===== src/rtl/fo_pkg.sv =====
package fo_pkg;

    typedef enum logic [1:0] {
        ST_IDLE    = 2'd0,
        ST_ACCUM   = 2'd1,
        ST_PUBLISH = 2'd2
    } fo_state_e;

    localparam logic [1:0] MODE_AVG = 2'd2;
    localparam logic [1:0] MODE_MID = 2'd3;

    localparam int RUN_W = 5;

    function automatic logic [RUN_W-1:0] win_len_bits(input logic [1:0] code);
        win_len_bits = RUN_W'(2) << code;
    endfunction

endpackage


===== src/rtl/fo_accum.sv =====
module fo_accum #(
    parameter int SAMPLE_W = 12,
    parameter int SUM_W    = 20
) (
    input  logic                       clk,
    input  logic                       rst_n,
    input  logic                       clr,
    input  logic                       take,
    input  logic signed [SAMPLE_W-1:0] smp,
    input  logic                       close,
    output logic signed [SUM_W-1:0]    snap_sum,
    output logic signed [SAMPLE_W-1:0] snap_max,
    output logic signed [SAMPLE_W-1:0] snap_min
);

    logic signed [SUM_W-1:0]    sum_q, sum_n;
    logic signed [SAMPLE_W-1:0] max_q, max_n, min_q, min_n;
    logic                       have_q;
    logic signed [SUM_W-1:0]    smp_ext;

    assign smp_ext = {{(SUM_W-SAMPLE_W){smp[SAMPLE_W-1]}}, smp};

    always_comb begin
        sum_n = take ? (sum_q + smp_ext) : sum_q;
        max_n = max_q;
        min_n = min_q;
        if (take) begin
            if (!have_q || smp > max_q) max_n = smp;
            if (!have_q || smp < min_q) min_n = smp;
        end
    end

    always_ff @(posedge clk) begin
        if (!rst_n) begin
            sum_q    <= '0;
            max_q    <= '0;
            min_q    <= '0;
            have_q   <= 1'b0;
            snap_sum <= '0;
            snap_max <= '0;
            snap_min <= '0;
        end else if (clr) begin
            sum_q  <= '0;
            have_q <= 1'b0;
        end else if (close) begin
            snap_sum <= sum_n;
            snap_max <= max_n;
            snap_min <= min_n;
            sum_q    <= '0;
            have_q   <= 1'b0;
        end else begin
            sum_q  <= sum_n;
            max_q  <= max_n;
            min_q  <= min_n;
            have_q <= have_q | take;
        end
    end

endmodule


===== src/rtl/fo_runlen.sv =====
module fo_runlen #(
    parameter int SAMPLE_W = 12,
    parameter int RUN_W    = 5
) (
    input  logic                       clk,
    input  logic                       rst_n,
    input  logic                       smp_valid,
    input  logic signed [SAMPLE_W-1:0] smp,
    input  logic signed [SAMPLE_W-1:0] est,
    input  logic                       bit_tick,
    output logic [RUN_W-1:0]           run_next
);

    localparam logic [RUN_W-1:0] RUN_MAX = '1;

    logic             sym_q, prev_q, have_prev_q;
    logic             sym_now, bit_sym;
    logic [RUN_W-1:0] run_q;

    assign sym_now = (smp >= est);
    assign bit_sym = smp_valid ? sym_now : sym_q;

    always_comb begin
        if (have_prev_q && (bit_sym == prev_q))
            run_next = (run_q == RUN_MAX) ? run_q : run_q + RUN_W'(1);
        else
            run_next = RUN_W'(1);
    end

    always_ff @(posedge clk) begin
        if (!rst_n) begin
            sym_q       <= 1'b0;
            prev_q      <= 1'b0;
            have_prev_q <= 1'b0;
            run_q       <= '0;
        end else begin
            if (smp_valid) sym_q <= sym_now;
            if (bit_tick) begin
                prev_q      <= bit_sym;
                have_prev_q <= 1'b1;
                run_q       <= run_next;
            end
        end
    end

endmodule


===== src/rtl/fo_calc.sv =====
module fo_calc #(
    parameter int SAMPLE_W = 12,
    parameter int SUM_W    = 20,
    parameter int SPB_LOG2 = 3
) (
    input  logic [1:0]                 mode,
    input  logic [1:0]                 code,
    input  logic signed [SUM_W-1:0]    sum,
    input  logic signed [SAMPLE_W-1:0] mx,
    input  logic signed [SAMPLE_W-1:0] mn,
    output logic signed [SAMPLE_W-1:0] est_calc
);

    import fo_pkg::*;

    localparam int SH_W = 6;

    logic signed [SAMPLE_W:0]   mid_sum;
    logic signed [SAMPLE_W:0]   mid_half;
    logic signed [SUM_W-1:0]    avg_full;
    logic [SH_W-1:0]            shamt;

    assign mid_sum  = {mx[SAMPLE_W-1], mx} + {mn[SAMPLE_W-1], mn};
    assign mid_half = mid_sum >>> 1;
    assign shamt    = SH_W'(SPB_LOG2) + SH_W'(1) + SH_W'(code);
    assign avg_full = sum >>> shamt;

    always_comb begin
        if (mode == MODE_MID) est_calc = mid_half[SAMPLE_W-1:0];
        else                  est_calc = avg_full[SAMPLE_W-1:0];
    end

endmodule


===== src/rtl/freq_offset_est.sv =====
module freq_offset_est #(
    parameter int SAMPLE_W = 12,
    parameter int SPB_LOG2 = 3
) (
    input  logic                       clk,
    input  logic                       rst_n,
    input  logic                       smp_valid,
    input  logic signed [SAMPLE_W-1:0] smp_data,
    input  logic                       bit_tick,
    input  logic [1:0]                 mode_sel,
    input  logic [1:0]                 win_code_pre,
    input  logic [1:0]                 win_code_post,
    input  logic                       gear_post,
    input  logic                       freeze,
    output logic signed [SAMPLE_W-1:0] est_out,
    output logic                       est_upd,
    output logic                       est_hold
);

    import fo_pkg::*;

    localparam int SUM_W = SAMPLE_W + SPB_LOG2 + 5;

    fo_state_e state_q, state_n;

    logic                       mode_ok, collect, win_end, run_over;
    logic [RUN_W-1:0]           win_cnt_q, cur_bits, run_next;
    logic [1:0]                 win_code_q, sel_code, cur_code;
    logic                       long_q, snap_long_q;
    logic [1:0]                 snap_mode_q, snap_code_q;
    logic signed [SUM_W-1:0]    snap_sum;
    logic signed [SAMPLE_W-1:0] snap_max, snap_min, est_calc;

    assign mode_ok  = (mode_sel == MODE_AVG) || (mode_sel == MODE_MID);
    assign collect  = (state_q != ST_IDLE) && mode_ok;
    assign sel_code = gear_post ? win_code_post : win_code_pre;
    assign cur_code = (win_cnt_q == '0) ? sel_code : win_code_q;
    assign cur_bits = win_len_bits(cur_code);
    assign win_end  = collect && bit_tick && ((win_cnt_q + RUN_W'(1)) == cur_bits);
    assign run_over = bit_tick && (run_next > cur_bits);

    fo_accum #(.SAMPLE_W(SAMPLE_W), .SUM_W(SUM_W)) i_accum (
        .clk      (clk),
        .rst_n    (rst_n),
        .clr      (!collect),
        .take     (smp_valid && collect),
        .smp      (smp_data),
        .close    (win_end),
        .snap_sum (snap_sum),
        .snap_max (snap_max),
        .snap_min (snap_min)
    );

    fo_runlen #(.SAMPLE_W(SAMPLE_W), .RUN_W(RUN_W)) i_runlen (
        .clk       (clk),
        .rst_n     (rst_n),
        .smp_valid (smp_valid),
        .smp       (smp_data),
        .est       (est_out),
        .bit_tick  (bit_tick),
        .run_next  (run_next)
    );

    fo_calc #(.SAMPLE_W(SAMPLE_W), .SUM_W(SUM_W), .SPB_LOG2(SPB_LOG2)) i_calc (
        .mode     (snap_mode_q),
        .code     (snap_code_q),
        .sum      (snap_sum),
        .mx       (snap_max),
        .mn       (snap_min),
        .est_calc (est_calc)
    );

    // state register
    always_ff @(posedge clk) begin
        if (!rst_n) state_q <= ST_IDLE;
        else        state_q <= state_n;
    end

    // next-state logic
    always_comb begin
        state_n = state_q;
        unique case (state_q)
            ST_IDLE:    if (mode_ok) state_n = ST_ACCUM;
            ST_ACCUM: begin
                if (!mode_ok)     state_n = ST_IDLE;
                else if (win_end) state_n = ST_PUBLISH;
            end
            ST_PUBLISH: begin
                if (!mode_ok)     state_n = ST_IDLE;
                else if (win_end) state_n = ST_PUBLISH;
                else              state_n = ST_ACCUM;
            end
            default:    state_n = ST_IDLE;
        endcase
    end

    // window bookkeeping and snapshot of the closing window
    always_ff @(posedge clk) begin
        if (!rst_n) begin
            win_cnt_q   <= '0;
            win_code_q  <= '0;
            long_q      <= 1'b0;
            snap_long_q <= 1'b0;
            snap_mode_q <= MODE_MID;
            snap_code_q <= '0;
        end else if (!collect) begin
            win_cnt_q <= '0;
            long_q    <= 1'b0;
        end else if (bit_tick) begin
            if (win_cnt_q == '0) win_code_q <= sel_code;
            if (win_end) begin
                win_cnt_q   <= '0;
                long_q      <= 1'b0;
                snap_long_q <= long_q | run_over;
                snap_mode_q <= mode_sel;
                snap_code_q <= cur_code;
            end else begin
                win_cnt_q <= win_cnt_q + RUN_W'(1);
                long_q    <= long_q | run_over;
            end
        end
    end

    // outputs
    always_ff @(posedge clk) begin
        if (!rst_n) begin
            est_out  <= '0;
            est_upd  <= 1'b0;
            est_hold <= 1'b0;
        end else begin
            est_upd <= 1'b0;
            if (state_q == ST_PUBLISH) begin
                if (freeze || snap_long_q) begin
                    est_hold <= 1'b1;
                end else begin
                    est_out  <= est_calc;
                    est_upd  <= 1'b1;
                    est_hold <= 1'b0;
                end
            end
        end
    end

endmodule


===== config.mk =====
export PLATFORM = sky130hd
export DESIGN_NAME = freq_offset_est
export DESIGN_NICKNAME = d
export VERILOG_FILES = /design/src/rtl/fo_pkg.sv /design/src/rtl/fo_accum.sv /design/src/rtl/fo_runlen.sv /design/src/rtl/fo_calc.sv /design/src/rtl/freq_offset_est.sv
export SDC_FILE = /design/constraint.sdc
export NUM_CORES = 1
export LEC_CHECK = 0
export ABC_AREA = 1
export BUFFER_PORTS_ARGS = -buffer_cell sky130_fd_sc_hd__buf_2
export CAP_MARGIN = 10
export CORE_ASPECT_RATIO = 0.9
export CORE_MARGIN = 2
export CORE_UTILIZATION = 45
export DETAILED_ROUTE_END_ITERATION = 8
export GPL_ROUTABILITY_DRIVEN = 0
export PLACE_DENSITY_LB_ADDON = 0.3
export SLEW_MARGIN = 10
export SYNTH_ARGS = -nofsm -noshare
export SYNTH_HDL_FRONTEND = slang
export SYNTH_SLANG_ARGS = --single-unit
export TNS_END_PERCENT = 5

===== constraint.sdc =====
create_clock -name clk -period 3.1 [get_ports clk]
set_input_delay 0.31 -clock clk [delete_from_list [all_inputs] [get_ports clk]]
set_output_delay 0.31 -clock clk [all_outputs]
set_load 0.005 [all_outputs]

==> Word-level counts from Yosys, hierarchy flattened <==
Index checks and enable logic that the tools add are counted.
{ "totals": {"wordCells": 92, "out_inout_bits": 14, "reg_bits": 126} }
{ "op_classes": {"n_eq_ne": 10, "shift": 2, "add_sub_neg": 5, "n_bitwise": 6, "reduce_logical": 23, "mux": 21, "order_cmp": 4} }
{ "ops": {"columns": ["cell", "count"], "rows": [
  ["12-bit two-way mux", 5],
  ["20-bit by 12-bit adder with 20-bit output", 1],
  ["20-bit two-way mux", 1],
  ["20-bit by 6-bit >>> shifter with 12-bit output", 1],
  ["5-bit two-way mux", 3],
  ["2-bit two-way mux", 7],
  ["2-bit AND reduction", 7],
  ["12-bit by 12-bit adder with 13-bit output", 1],
  ["12-bit greater-or-equal comparator", 1],
  ["12-bit greater-than comparator", 1],
  ["12-bit less-than comparator", 1],
  ["5-bit by 1-bit adder with 5-bit output, second input constant", 2],
  ["2-bit equality test, second input constant", 4],
  ["1-bit logical AND", 6],
  ["2-bit one-hot mux with 3 select lines", 1],
  ["5-bit equality test", 1],
  ["5-bit equality test, second input constant", 1],
  ["5-bit greater-than comparator", 1],
  ["5-bit zero test", 1],
  ["2-bit by 2-bit << shifter with 5-bit output, first input constant", 1],
  ["3-bit by 2-bit adder with 4-bit output, first input constant", 1],
  ["1-bit logical OR", 4],
  ["1-bit two-way mux", 4],
  ["1-bit NOT", 4],
  ["other kinds (10)", 11]
]} }

==> Depth between registers and ports, before layout <==
Gate-level depths: netlist (run 1).
{ "logic_depth": {"ltp_word": 9, "ltp_mapped": 25, "depth_no_buf": 25} }

==> By module <==
Synthesis (run 1) repeated with hierarchy kept, for this count alone.
{ "unflattened": {"hier_cells": 1405, "area_unflattened_um2": 9066.2} }
{ "by_module_without_submodules": {"columns": ["module", "seq_area_each_um2", "cells_per_inst", "instances", "area_each_um2"], "rows": [
  ["fo_accum", 1781.7, 853, 1, 5671.7],
  ["freq_offset_est", 580.6, 210, 1, 1453.9],
  ["fo_calc", 0.0, 219, 1, 1124.8],
  ["fo_runlen", 160.2, 123, 1, 815.8]
]} }

==> Least setup slack after synthesis (run 1) <==
OpenSTA, ideal clock, no wires.
{ "synth_path": {"path_type": "reg-to-reg", "startpoint": "register est_out[11]", "endpoint": "register snap_long_q", "arrival_time_ns": 2.779, "t_required_ns": 2.988, "stages_incl_launch_ff": 24, "period_less_slack_ns": 2.891, "setup_time_ns": 0.112, "n_path_buf": 0, "path_slack_ns": 0.209, "cell_sequence": "dfxtp_1 inv_1 ha_1 nand2_1 inv_1 nand2_1 nor2_1 nand2_1 nand4_1 nand3_1 nand2_1 nand2_1 a21oi_1 o21ai_0 inv_1 ha_1 a21oi_1 nor2_1 a2111oi_0 nor2_1 nand2_1 nand2_1 nand2_1 nand2_1"} }
{ "synth_between": {"elab_chain_len": 8} }
{ "synth_rtl": {"columns": ["item", "line", "source"], "rows": [
  ["start: declaration", "freq_offset_est.sv:15", "output logic signed [SAMPLE_W-1:0] est_out,"],
  ["start signal: assignment", "freq_offset_est.sv:136", "est_out <= est_calc;"],
  ["12-bit greater-or-equal comparator", "fo_runlen.sv:20", "assign sym_now = (smp >= est);"],
  ["1-bit two-way mux", null, null],
  ["1-bit equality test", "fo_runlen.sv:24", "if (have_prev_q && (bit_sym == prev_q))"],
  ["1-bit logical AND", "fo_runlen.sv:24", null],
  ["5-bit two-way mux", "fo_runlen.sv:24", null],
  ["via i_runlen.run_next[2]", "fo_runlen.sv:11", "output logic [RUN_W-1:0] run_next"],
  ["5-bit greater-than comparator", "freq_offset_est.sv:40", "assign run_over = bit_tick && (run_next > cur_bits);"],
  ["1-bit logical AND", "freq_offset_est.sv:40", null],
  ["1-bit OR", "freq_offset_est.sv:114", "snap_long_q <= long_q | run_over;"],
  ["end signal: assignment", "freq_offset_est.sv:114", null],
  ["end: declaration", "freq_offset_est.sv:29", "logic long_q, snap_long_q;"]
]} }
The timed path passes the listed nets, and every way through them passes these cells.
A chain may end at the register's enable or synchronous reset.

==> Worst setup path in the final report (run 1) <==
{ "layout_path": {"startpoint": "register est_out[7]", "endpoint": "register snap_long_q"} }
Same word-level chain as after synthesis.

==> results of run 1 <==
## worst max-delay path, stage by stage, from the launching register on
cell	delay, ns
dfxtp_2	0.32
inv_1	0.06
ha_4	0.28
nand4_1	0.16
nor2_2	0.16
nand2_1	0.08
nand4_1	0.13
nand3_4	0.13
nand2_2	0.12
nand2_2	0.08
a21oi_4	0.17
o21ai_2	0.08
inv_1	0.06
ha_1	0.23
a21oi_2	0.12
nor2_1	0.06
a2111oi_2	0.28
nor2_1	0.08
nand2_1	0.10
nand2_1	0.07
nand2_1	0.06
nand2_1	0.05
## path summary, 6_finish.rpt
check,from,endpoint,slack (ns),cells past startpoint
hold reg to reg,snap_mode_q[1]$_SDFFE_PN1P_,snap_mode_q[1]$_SDFFE_PN1P_,0.45,1
setup / recovery,est_out[7]$_SDFFE_PN0P_,snap_long_q$_SDFFE_PN0P_,0.11,21
hold / removal,mode_sel[0],snap_mode_q[0]$_SDFFE_PN1P_,0.09,2
setup reg to reg,est_out[7]$_SDFFE_PN0P_,snap_long_q$_SDFFE_PN0P_,0.11,21
## layout by cell type, fill, tap and decap left out, types with 3 or more instances in the layout
| cell | synthesis | routed |
|---|---|---|
| nand2_1 | 335 | 331 |
| inv_1 | 132 | 131 |
| dfxtp_1 | 120 | 115 |
| a21oi_1 | 92 | 88 |
| nand3_1 | 80 | 78 |
| o21ai_0 | 78 | 77 |
| ha_1 | 71 | 66 |
| nor2_1 | 56 | 54 |
| buf_4 | 6 | 44 |
| buf_2 | 7 | 37 |
| clkbuf_16 | 0 | 17 |
| a31oi_1 | 14 | 14 |
| inv_2 | 12 | 13 |
| xor2_1 | 11 | 11 |
| nand2_2 | 6 | 10 |
| a21oi_2 | 7 | 10 |
| xnor2_1 | 9 | 9 |
| nand4_1 | 8 | 8 |
| o211ai_1 | 8 | 8 |
| o21ai_1 | 8 | 8 |
| o22ai_2 | 7 | 7 |
| clkinvlp_4 | 0 | 6 |
| nor3_1 | 5 | 5 |
| ha_4 | 0 | 5 |
| clkinv_2 | 0 | 5 |
| dfxtp_2 | 0 | 5 |
| or2_2 | 4 | 4 |
| o21ai_2 | 3 | 4 |
| mux2i_1 | 4 | 4 |
| o21bai_1 | 4 | 4 |
| nor2_4 | 2 | 3 |
| a21o_1 | 3 | 3 |
## per-layer routing
metal | part of all wire (%) | up-vias | wire [um]
li1 | - | 3867 | -
met1 | 47 | 3388 | 10300
met2 | 43 | 218 | 9450
met3 | 6.0 | 56 | 1330
met4 | 4.1 | 2 | 909
met5 | 0.068 | - | 15
## cells by family (layout without fill, tap and decap cells)
| family | Yosys count | in the layout | share of synthesized area, % |
|---|---|---|---|
| fa+ha+maj | 73 | 73 | 11.9 |
| mux | 4 | 4 | 0.515 |
| compound gates | 236 | 236 | 17.7 |
| xor+xnor | 20 | 20 | 2.25 |
| flops | 120 | 120 | 30.9 |
| buf+inv | 182 | 260 | 9.54 |
| simple gates | 502 | 502 | 27.2 |
## timing repair
action | in CTS | in global routing
resized for setup | 6 | 23
pin swaps | 1 | 14
cloned | 0 | 0
setup endpoints to repair | 2 | 2
hold buffers | 0 | 0
buffers inserted | 0 | 2
## power groups by stage
stage / Sequential (W) / Clock [W] / Combinational [W]
final: 0.00158 / 0.00180 / 0.000443
after global routing: 0.00159 / 0.00191 / 0.000500
after CTS: 0.00158 / 0.00182 / 0.000423
after detailed placement: 0.00162 / 0 / 0.000415
after global placement: 0.00162 / 0 / 0.000408
after floorplan: 0.00161 / 0 / 0.000280
## registers in the layout (all words and copies together) (netlist names), 2 cells and up, named ones only
register          flops
i_accum.snap_sum     15
i_accum.sum_q        15
est_out              12
i_accum.max_q        12
i_accum.min_q        12
i_accum.snap_max     12
i_accum.snap_min     12
i_runlen.run_q        5
win_cnt_q             5
snap_code_q           2
snap_mode_q           2
state_q               2
win_code_q            2
## stage by stage
step / cells / area (um2)
floorplan: 1137 / 7780
global placement: 1392 / 8380
detailed placement: 1392 / 8380
CTS: 1424 / 8940
global route: 1426 / 9070
finish: 1426 / 9070
## cell type report
| cell class | count | area (um2) | share of cell area [%] |
|---|---|---|---|
| clock inverters | 12 | 78.8 | 0.869 |
| repair buffers | 82 | 536 | 5.90 |
| multi-input cells | 835 | 4780 | 52.6 |
| clock buffers | 20 | 457 | 5.03 |
| well taps | 211 | 264 | 2.91 |
| flip-flops and latches | 120 | 2410 | 26.5 |
| inverters | 146 | 553 | 6.10 |
==> run_results.csv, run 1 <==
group,metric,value,unit
outcome,status,"complete, no violations",
power,combPwrFrac,11.6,%
floorplan,die_h,129,um
routing,vias_per_cell,5.28,
power,p_leak,4.38,nW
worst_hold_path,hp-class,"input port to register",
synth,ys_seq_area_share,30.9,%
synth,syn_inst,1137,
worst_setup_path,critPathArrivalTime,3.32,ns
worst_setup_path,endpoint_kind,"register",
cells_and_area,area_delta_synth_final,16.6,%
cells_and_area,finalNetCount,1299,
synth,yosysWarnings,0,
power,pwr_density_cell,422,nW/um2
synth,ys_types,47,
sta,fin_ws,0.108,ns
placed_design,io_buffers,37,
routing,drc,0,
global_route,grt_pass1_wl,35.0,mm
sta,period_needed,2.99,ns
sta,slew-limit-headroom,51.6,%
clocking,htreeDepth,4,
global_route,met1_usage,32.9,%
placed_design,dp_hpwl,16.6,mm
worst_setup_path,critical_path_class,"register to register",
power,switching_share,27.3,%
global_route,grt_max_degree,35,
power,vdd_ir_drop_max,0.000397,V
clocking,cts_buffers,17,
sta,hold_violations,0,
sta,fin_crit_sh,96.5,%
worst_setup_path,critPathLaunchType,"register",
synth,syn_nets,1234,
clocking,clk_pin_slew,0.06,ns
worst_setup_path,crit_fanout,4,
power,p_total,0.00383,W
worst_setup_path,required,3.43,ns
power,clkPwrFrac,47.0,%
cells_and_area,drive_gt1_share,15.4,%
routing,drt_iter0_drc,519,
global_route,grtUsageTotal,24.9,%
synth,synth_ff_type,"dfxtp_1",
global_route,gr-usage-met3,6.36,%
global_route,met2_usage,38.1,%
clocking,clk_latency,0.43,ns
sta,skew,0.00724,ns
sta,drv_slew,0,
floorplan,pin_count,38,
sta,tightest_slew,0.726,ns
synth,synthTopCellsByCount,"nand2_1 (335), inv_1 (132), dfxtp_1 (120)",
synth,netlist_area,7780,um2
sta,tns,0,ns
sta,holdWs,0.0949,ns
sta,clock.fmax,334,MHz
routing,dr_total_vias,7531,
routing,postRouteAntennaNets,0,
floorplan,core,16900,um2
power,p_int,0.00278,W
routing,post_drt_wl_per_cell,15.4,um
clocking,clock_sinks,120,
global_route,grt-ovfl-total,0,
sta,rsz0062_at_grt,"true",
floorplan,rows,45,
synth,avgSynthCellArea,6.84,um2
clocking,tritoncts,"done",
power,power.switching,0.00104,W
clocking,clockRootBuffer,"clkbuf_16",
routing,firstDrtPassIters,5,
sta,setup_violations,0,
routing,drt-total-wl,22.0,mm
power,p_seq_share,41.4,%
cells_and_area,diodes,0,
synth,yosysTopAreaCell,"dfxtp_1",
synth,ys_seq_elements,120,
synth,async_flop_share,0,%
floorplan,dieWidth,143,um
global_route,grt_pass1_vias,6910,
synth,yosysMostFrequentCell,"nand2_1",
cells_and_area,fin_util,53.7,%
placed_design,place_ws,-0.342,ns
job,max-cap-violations,0,
floorplan,start_util,46.1,%
cells_and_area,fillCellCount,1676,
synth,synth.top_cell.area_share,30.9,%
synth,synthTopCellsByArea,"dfxtp_1 (31%), nand2_1 (16%), ha_1 (11%)",
global_route,busiest_layer,"met2",
clocking,clk_path_buf_depth,2,
floorplan,dieArea,18400,um2
synth,synth-edff-count,0,
global_route,grt_antenna_before_repair,1,
No activity file was read; power rests on OpenSTA's default activity.
==> run 2, diff against run 1 <==
Settings changed: ABC_AREA 1 to 0.
==> run 2 against run 1 <==
Net effect: the flow now finishes with violations (negative setup slack); maximum frequency shrank 10%; critical path depth down 6; wire length shrank 3.2%; clock-buffer cell count shrank 2; highest routed layer is now met4.
==> run_results.csv, run 2 <==
group,metric,value,unit
job,max-cap-violations,0,
floorplan,pin_count,38,
worst_setup_path,crit_fanout,4,
synth,yosysTopAreaCell,"dfxtp_1",
sta,hold_violations,0,
clocking,clockRootBuffer,"clkbuf_16",
synth,synth.top_cell.area_share,31.4,%
placed_design,dp_cells,1170,
synth,netlist_area,7650,um2
cells_and_area,mostFrequentLayoutCell,"dfxtp_1",
sta,drv_slew,0,
sta,fin_crit_sh,107,%
global_route,grt_max_degree,50,
floorplan,start_util,45.6,%
placed_design,dp_hpwl,15.9,mm
routing,dr_total_vias,6846,
floorplan,dieArea,18100,um2
synth,synth_ff_type,"dfxtp_1",
routing,drt-total-wl,21.3,mm
routing,firstDrtPassIters,5,
worst_setup_path,required,3.36,ns
sta,tightest_slew,1.06,ns
clocking,clk_path_buf_depth,2,
synth,async_flop_share,0,%
worst_hold_path,hp-class,"input port to register",
floorplan,dieWidth,141,um
sta,fin_ws,-0.232,ns
clocking,clk_pin_slew,0.06,ns
clocking,clock_sinks,120,
synth,yosysMostFrequentCell,"dfxtp_1",
global_route,grtUsageTotal,24.4,%
sta,skew,0.00687,ns
clocking,htreeDepth,4,
routing,postRouteAntennaNets,0,
synth,syn_nets,1006,
synth,yosysWarnings,0,
routing,drc,0,
worst_setup_path,endpoint_kind,"register",
floorplan,rows,45,
power,pwr_density_cell,407,nW/um2
sta,clock.fmax,300,MHz
sta,period_needed,3.33,ns
routing,vias_per_cell,5.67,
floorplan,die_h,128,um
synth,avgSynthCellArea,8.42,um2
cells_and_area,fin_util,54.6,%
sta,slew-limit-headroom,29.3,%
routing,post_drt_wl_per_cell,17.6,um
synth,ys_types,61,
synth,synthTopCellsByArea,"dfxtp_1 (31%), ha_1 (12%), nor2_1 (5.3%)",
floorplan,core,16800,um2
cells_and_area,finalNetCount,1081,
synth,synthTopCellsByCount,"dfxtp_1 (120), nor2_1 (108), nand2_1 (97)",
clocking,cts_buffers,17,
cells_and_area,diodes,0,
global_route,grt_antenna_before_repair,0,
global_route,grt-ovfl-total,0,
clocking,tritoncts,"done",
sta,setup_violations,2,
worst_setup_path,critical_path_class,"register to register",
synth,synth-edff-count,0,
outcome,violations,"negative setup slack",
global_route,grt_pass1_wl,34.1,mm
clocking,clk_latency,0.42,ns
power,p_leak,3.62,nW
routing,drt_iter0_drc,606,
synth,syn_inst,909,
worst_setup_path,critPathLaunchType,"register",
cells_and_area,mostFrequentLayoutCells,"dfxtp_1 (110), nor2_1 (107), nand2_1 (97)",
outcome,status,"finished, violations left",
placed_design,dpl-instance-area,8380,um2
cells_and_area,drive_gt1_share,21.5,%
cells_and_area,final_area,9160,um2
synth,ys_seq_elements,120,
global_route,grt_pass1_vias,6431,
sta,rsz0062_at_grt,"true",
worst_setup_path,critPathArrivalTime,3.59,ns
synth,ys_seq_area_share,31.4,%
cells_and_area,largestRegisters,"i_accum.snap_sum: 15 flops, i_accum.sum_q: 15 flops",
cells_and_area,stdcell_count,1208,
cells_and_area,area_delta_synth_final,19.7,%
placed_design,io_buffers,37,
power,vdd_ir_drop_max,0.000362,V
sta,tns,-0.385,ns
==> run 2: repair_timing <==
action,4_1_cts,5_1_grt
buffers inserted,5,1
pin swaps,25,9
hold buffers,0,0
resized for setup,40,4
setup endpoints to repair,2,3
==> run 2: logic make-up (layout without fill, tap and decap cells) <==
family	after synthesis	after routing	share of synthesized area (%)
simple gates	306	306	18.6
mux	52	52	8.90
fa+ha+maj	73	73	12.1
flops	120	120	31.4
compound gates	238	238	20.9
xor+xnor	23	23	2.63
buf+inv	97	185	5.41
==> run 2: where the power goes <==
part           internal (W)  switching (W)  leakage, nW
clock network       0.00104       0.000772        0.250
logic              0.000149       0.000205         2.39
registers           0.00155     0.00000863        0.973
total               0.00274       0.000985         3.62
==> run 2: worst max-delay path, stage by stage, from the launching register on <==
cell and delay [ns]:
dfxtp_2 0.33, inv_2 0.05, ha_4 0.25, and3_4 0.19
nand3_2 0.09, o211a_1 0.25, a211oi_2 0.26, buf_4 0.18
mux2_4 0.34, buf_6 0.13, nor2_2 0.11, ha_1 0.15
nand4_1 0.10, or3_1 0.43, a31oi_4 0.22, a211oi_2 0.09
==> run 2: per-stage QoR <==
stage / total power, W / hold WS (ns) / worst slack [ns]
after floorplan: 0.00179 / 0.424 / 0.0230
after global placement: 0.00192 / 0.445 / -0.303
after detailed placement: 0.00192 / 0.447 / -0.357
after CTS: 0.00372 / 0.110 / -0.147
after global routing: 0.00385 / 0.124 / -0.340
final: 0.00373 / 0.113 / -0.232
==> run 2: path summary, 6_finish.rpt <==
| check | start | end | slack [ns] | cells after the start |
|---|---|---|---|---|
| setup / recovery | est_out[10]$_SDFFE_PN0P_ | snap_long_q$_SDFFE_PN0P_ | -0.23 | 15 |
| hold / removal | mode_sel[0] | snap_mode_q[0]$_SDFFE_PN1P_ | 0.11 | 3 |
| setup reg to reg | est_out[10]$_SDFFE_PN0P_ | snap_long_q$_SDFFE_PN0P_ | -0.23 | 15 |
| hold reg to reg | register | register | 0.46 | 2 |
==> run 2: layer usage <==
metal / part of all wire [%] / track usage (%)
met1: 49 / 35.0
met2: 44 / 37.9
met3: 5.7 / 4.67
met4: 1.4 / 6.41
met5: 0 / 0
==> run 2: layout make-up <==
cell class / count / area (um2)
tap: 211 / 264
multi-input combinational: 692 / 5030
timing repair buffer: 100 / 694
inverter: 53 / 204
sequential: 120 / 2410
clock buffer: 18 / 439
clock inverter: 14 / 104
fill: 1553 / 7620
==> run 3, diff against run 2 <==
Clock period 3.1 ns to 3.3 ns, I/O delays scaled along.
==> run 3 against run 2 <==
Net effect: the run still ends with negative setup slack left; clock-buffer cell count is 4 higher; clock skew is 0.0065 ns higher; first-iteration DRC count is 14% lower; cell area is 1.1% lower; final cell count is 1.5% lower.
==> run_results.csv, run 3 (same netlist as run 2, synthesis figures left out) <==
group,metric,value,unit
worst_setup_path,endpoint_kind,"register",
floorplan,pin_count,38,
floorplan,rows,45,
outcome,violations,"negative setup slack",
cells_and_area,mostFrequentLayoutCells,"dfxtp_1 (110), nor2_1 (108), nand2_1 (97)",
cells_and_area,area_delta_synth_final,18.4,%
routing,vias_per_cell,5.68,
placed_design,io_buffers,37,
sta,setup_violations,1,
clocking,clock_sinks,120,
global_route,grt_max_degree,52,
routing,drt_iter0_drc,524,
routing,firstDrtPassIters,5,
floorplan,start_util,45.6,%
routing,post_drt_wl_per_cell,17.7,um
worst_setup_path,required,3.56,ns
worst_setup_path,critPathLaunchType,"register",
worst_setup_path,slowest_delay,0.33,ns
worst_setup_path,crit_fanout,4,
sta,hold_violations,0,
power,pwr_density_cell,409,nW/um2
placed_design,dp_cells,1158,
sta,clock.fmax,300,MHz
cells_and_area,stdcell_count,1190,
floorplan,dieArea,18100,um2
sta,rsz0062_at_grt,"true",
job,max-cap-violations,0,
routing,dr_total_vias,6756,
floorplan,core,16800,um2
floorplan,die_h,128,um
global_route,grt-ovfl-total,0,
sta,tightest_slew,1.06,ns
worst_setup_path,crit_family,"compound AO/OA/AOI/OAI gates",
worst_setup_path,critPathArrivalTime,3.60,ns
worst_setup_path,path_buf_inv,3,
routing,drt-total-wl,21.1,mm
clocking,cts_buffers,17,
sta,holdWs,0.124,ns
clocking,clk_pin_slew,0.05,ns
cells_and_area,mostFrequentLayoutCell,"dfxtp_1",
clocking,clk_path_buf_depth,2,
worst_setup_path,slowest_stage,"mux2_4",
cells_and_area,largestRegisters,"i_accum.snap_sum: 15 flops, i_accum.sum_q: 15 flops",
global_route,grtUsageTotal,24.1,%
global_route,grt_pass1_vias,6530,
clocking,htreeDepth,4,
sta,period_needed,3.34,ns
worst_hold_path,hp-class,"input port to register",
sta,drv_slew,0,
global_route,grt_antenna_before_repair,0,
power,p_total,0.00370,W
cells_and_area,drive_gt1_share,19.7,%
routing,postRouteAntennaNets,0,
sta,slew-limit-headroom,29.4,%
cells_and_area,finalNetCount,1065,
global_route,grt_pass1_wl,34.0,mm
cells_and_area,regArea,2410,um2
routing,drc,0,
worst_setup_path,critical_path_class,"register to register",
sta,fin_ws,-0.0381,ns
clocking,clk_latency,0.43,ns
placed_design,dp_hpwl,15.3,mm
cells_and_area,fillCellCount,1539,
clocking,clockRootBuffer,"clkbuf_16",
sta,skew,0.0133,ns
sta,fin_crit_sh,101,%
power,p_leak,3.57,nW
power,vdd_ir_drop_max,0.000336,V
floorplan,dieWidth,141,um
worst_setup_path,crit_chain,"inv_2, ha_4, buf_4, and4_1, nand4_1, o211ai_1, a211oi_2, buf_4, mux2_4, a21oi_2, ha_1, o21a_1, o21a_1, o21ai_1, nand2b_1, a31oi_2, a211oi_2",
cells_and_area,multi_input_area,5030,um2
clocking,tritoncts,"done",
cells_and_area,diodes,0,
outcome,status,"finished, violations left",
[run 3: tightest hold or removal path, stage by stage]
cell and delay [ns]:
buf_2 0.07, mux2i_1 0.06, nand2_1 0.05
[run 3: cell type report]
type                            count  area share, %
Tap cell                          211           2.91
Inverter                           53           2.25
Timing Repair Buffer               84           6.08
Clock buffer                       22           5.24
Clock inverter                      8           1.34
Sequential cell                   120           26.7
Multi-Input combinational cell    692           55.5
[run 3: final timing paths]
path / from / end / slack [ns] / cells after the start
max: est_out[3]$_SDFFE_PN0P_ / snap_long_q$_SDFFE_PN0P_ / -0.04 / 17
max reg2reg: est_out[3]$_SDFFE_PN0P_ / snap_long_q$_SDFFE_PN0P_ / -0.04 / 17
min reg2reg: snap_mode_q[1]$_SDFFE_PN1P_ / snap_mode_q[1]$_SDFFE_PN1P_ / 0.46 / 1
min: mode_sel[0] / snap_mode_q[0]$_SDFFE_PN1P_ / 0.12 / 3
[run 3: layer usage]
| metal | track usage [%] | vias to the layer above | wire length, um |
|---|---|---|---|
| met5 | 0 | - | 0 |
| met1 | 34.2 | 3163 | 10200 |
| met4 | 7.53 | 0 | 397 |
| met2 | 37.3 | 175 | 9200 |
| li1 | - | 3383 | - |
| met3 | 4.59 | 35 | 1300 |
[run 3: per-stage QoR]
step	cell area (um2)	worst slack, ns	util [%]	setup TNS, ns
2_1_floorplan	7650	0.0548	-	0
3_3_place_gp	8250	-0.258	49.2	-0.446
3_5_place_dp	8250	-0.348	49.2	-0.627
4_1_cts	8870	0.00773	52.9	0
5_1_grt	9060	-0.193	54.0	-0.317
6_report	9060	-0.0381	54.0	-0.0381
[run 3: what timing repair did]
item	4_1_cts	5_1_grt
endpoints found under the setup margin	2	2
hold buffers	0	0
setup buffers	0	2
pin swaps	5	12
gates resized for setup	14	31
[run 3: report_power, final]
| part | internal, W | leakage [nW] | switching, W |
|---|---|---|---|
| clock | 0.00124 | 0.292 | 0.000673 |
| combinational | 0.000134 | 2.30 | 0.000192 |
| sequential | 0.00146 | 0.973 | 0.00000818 |
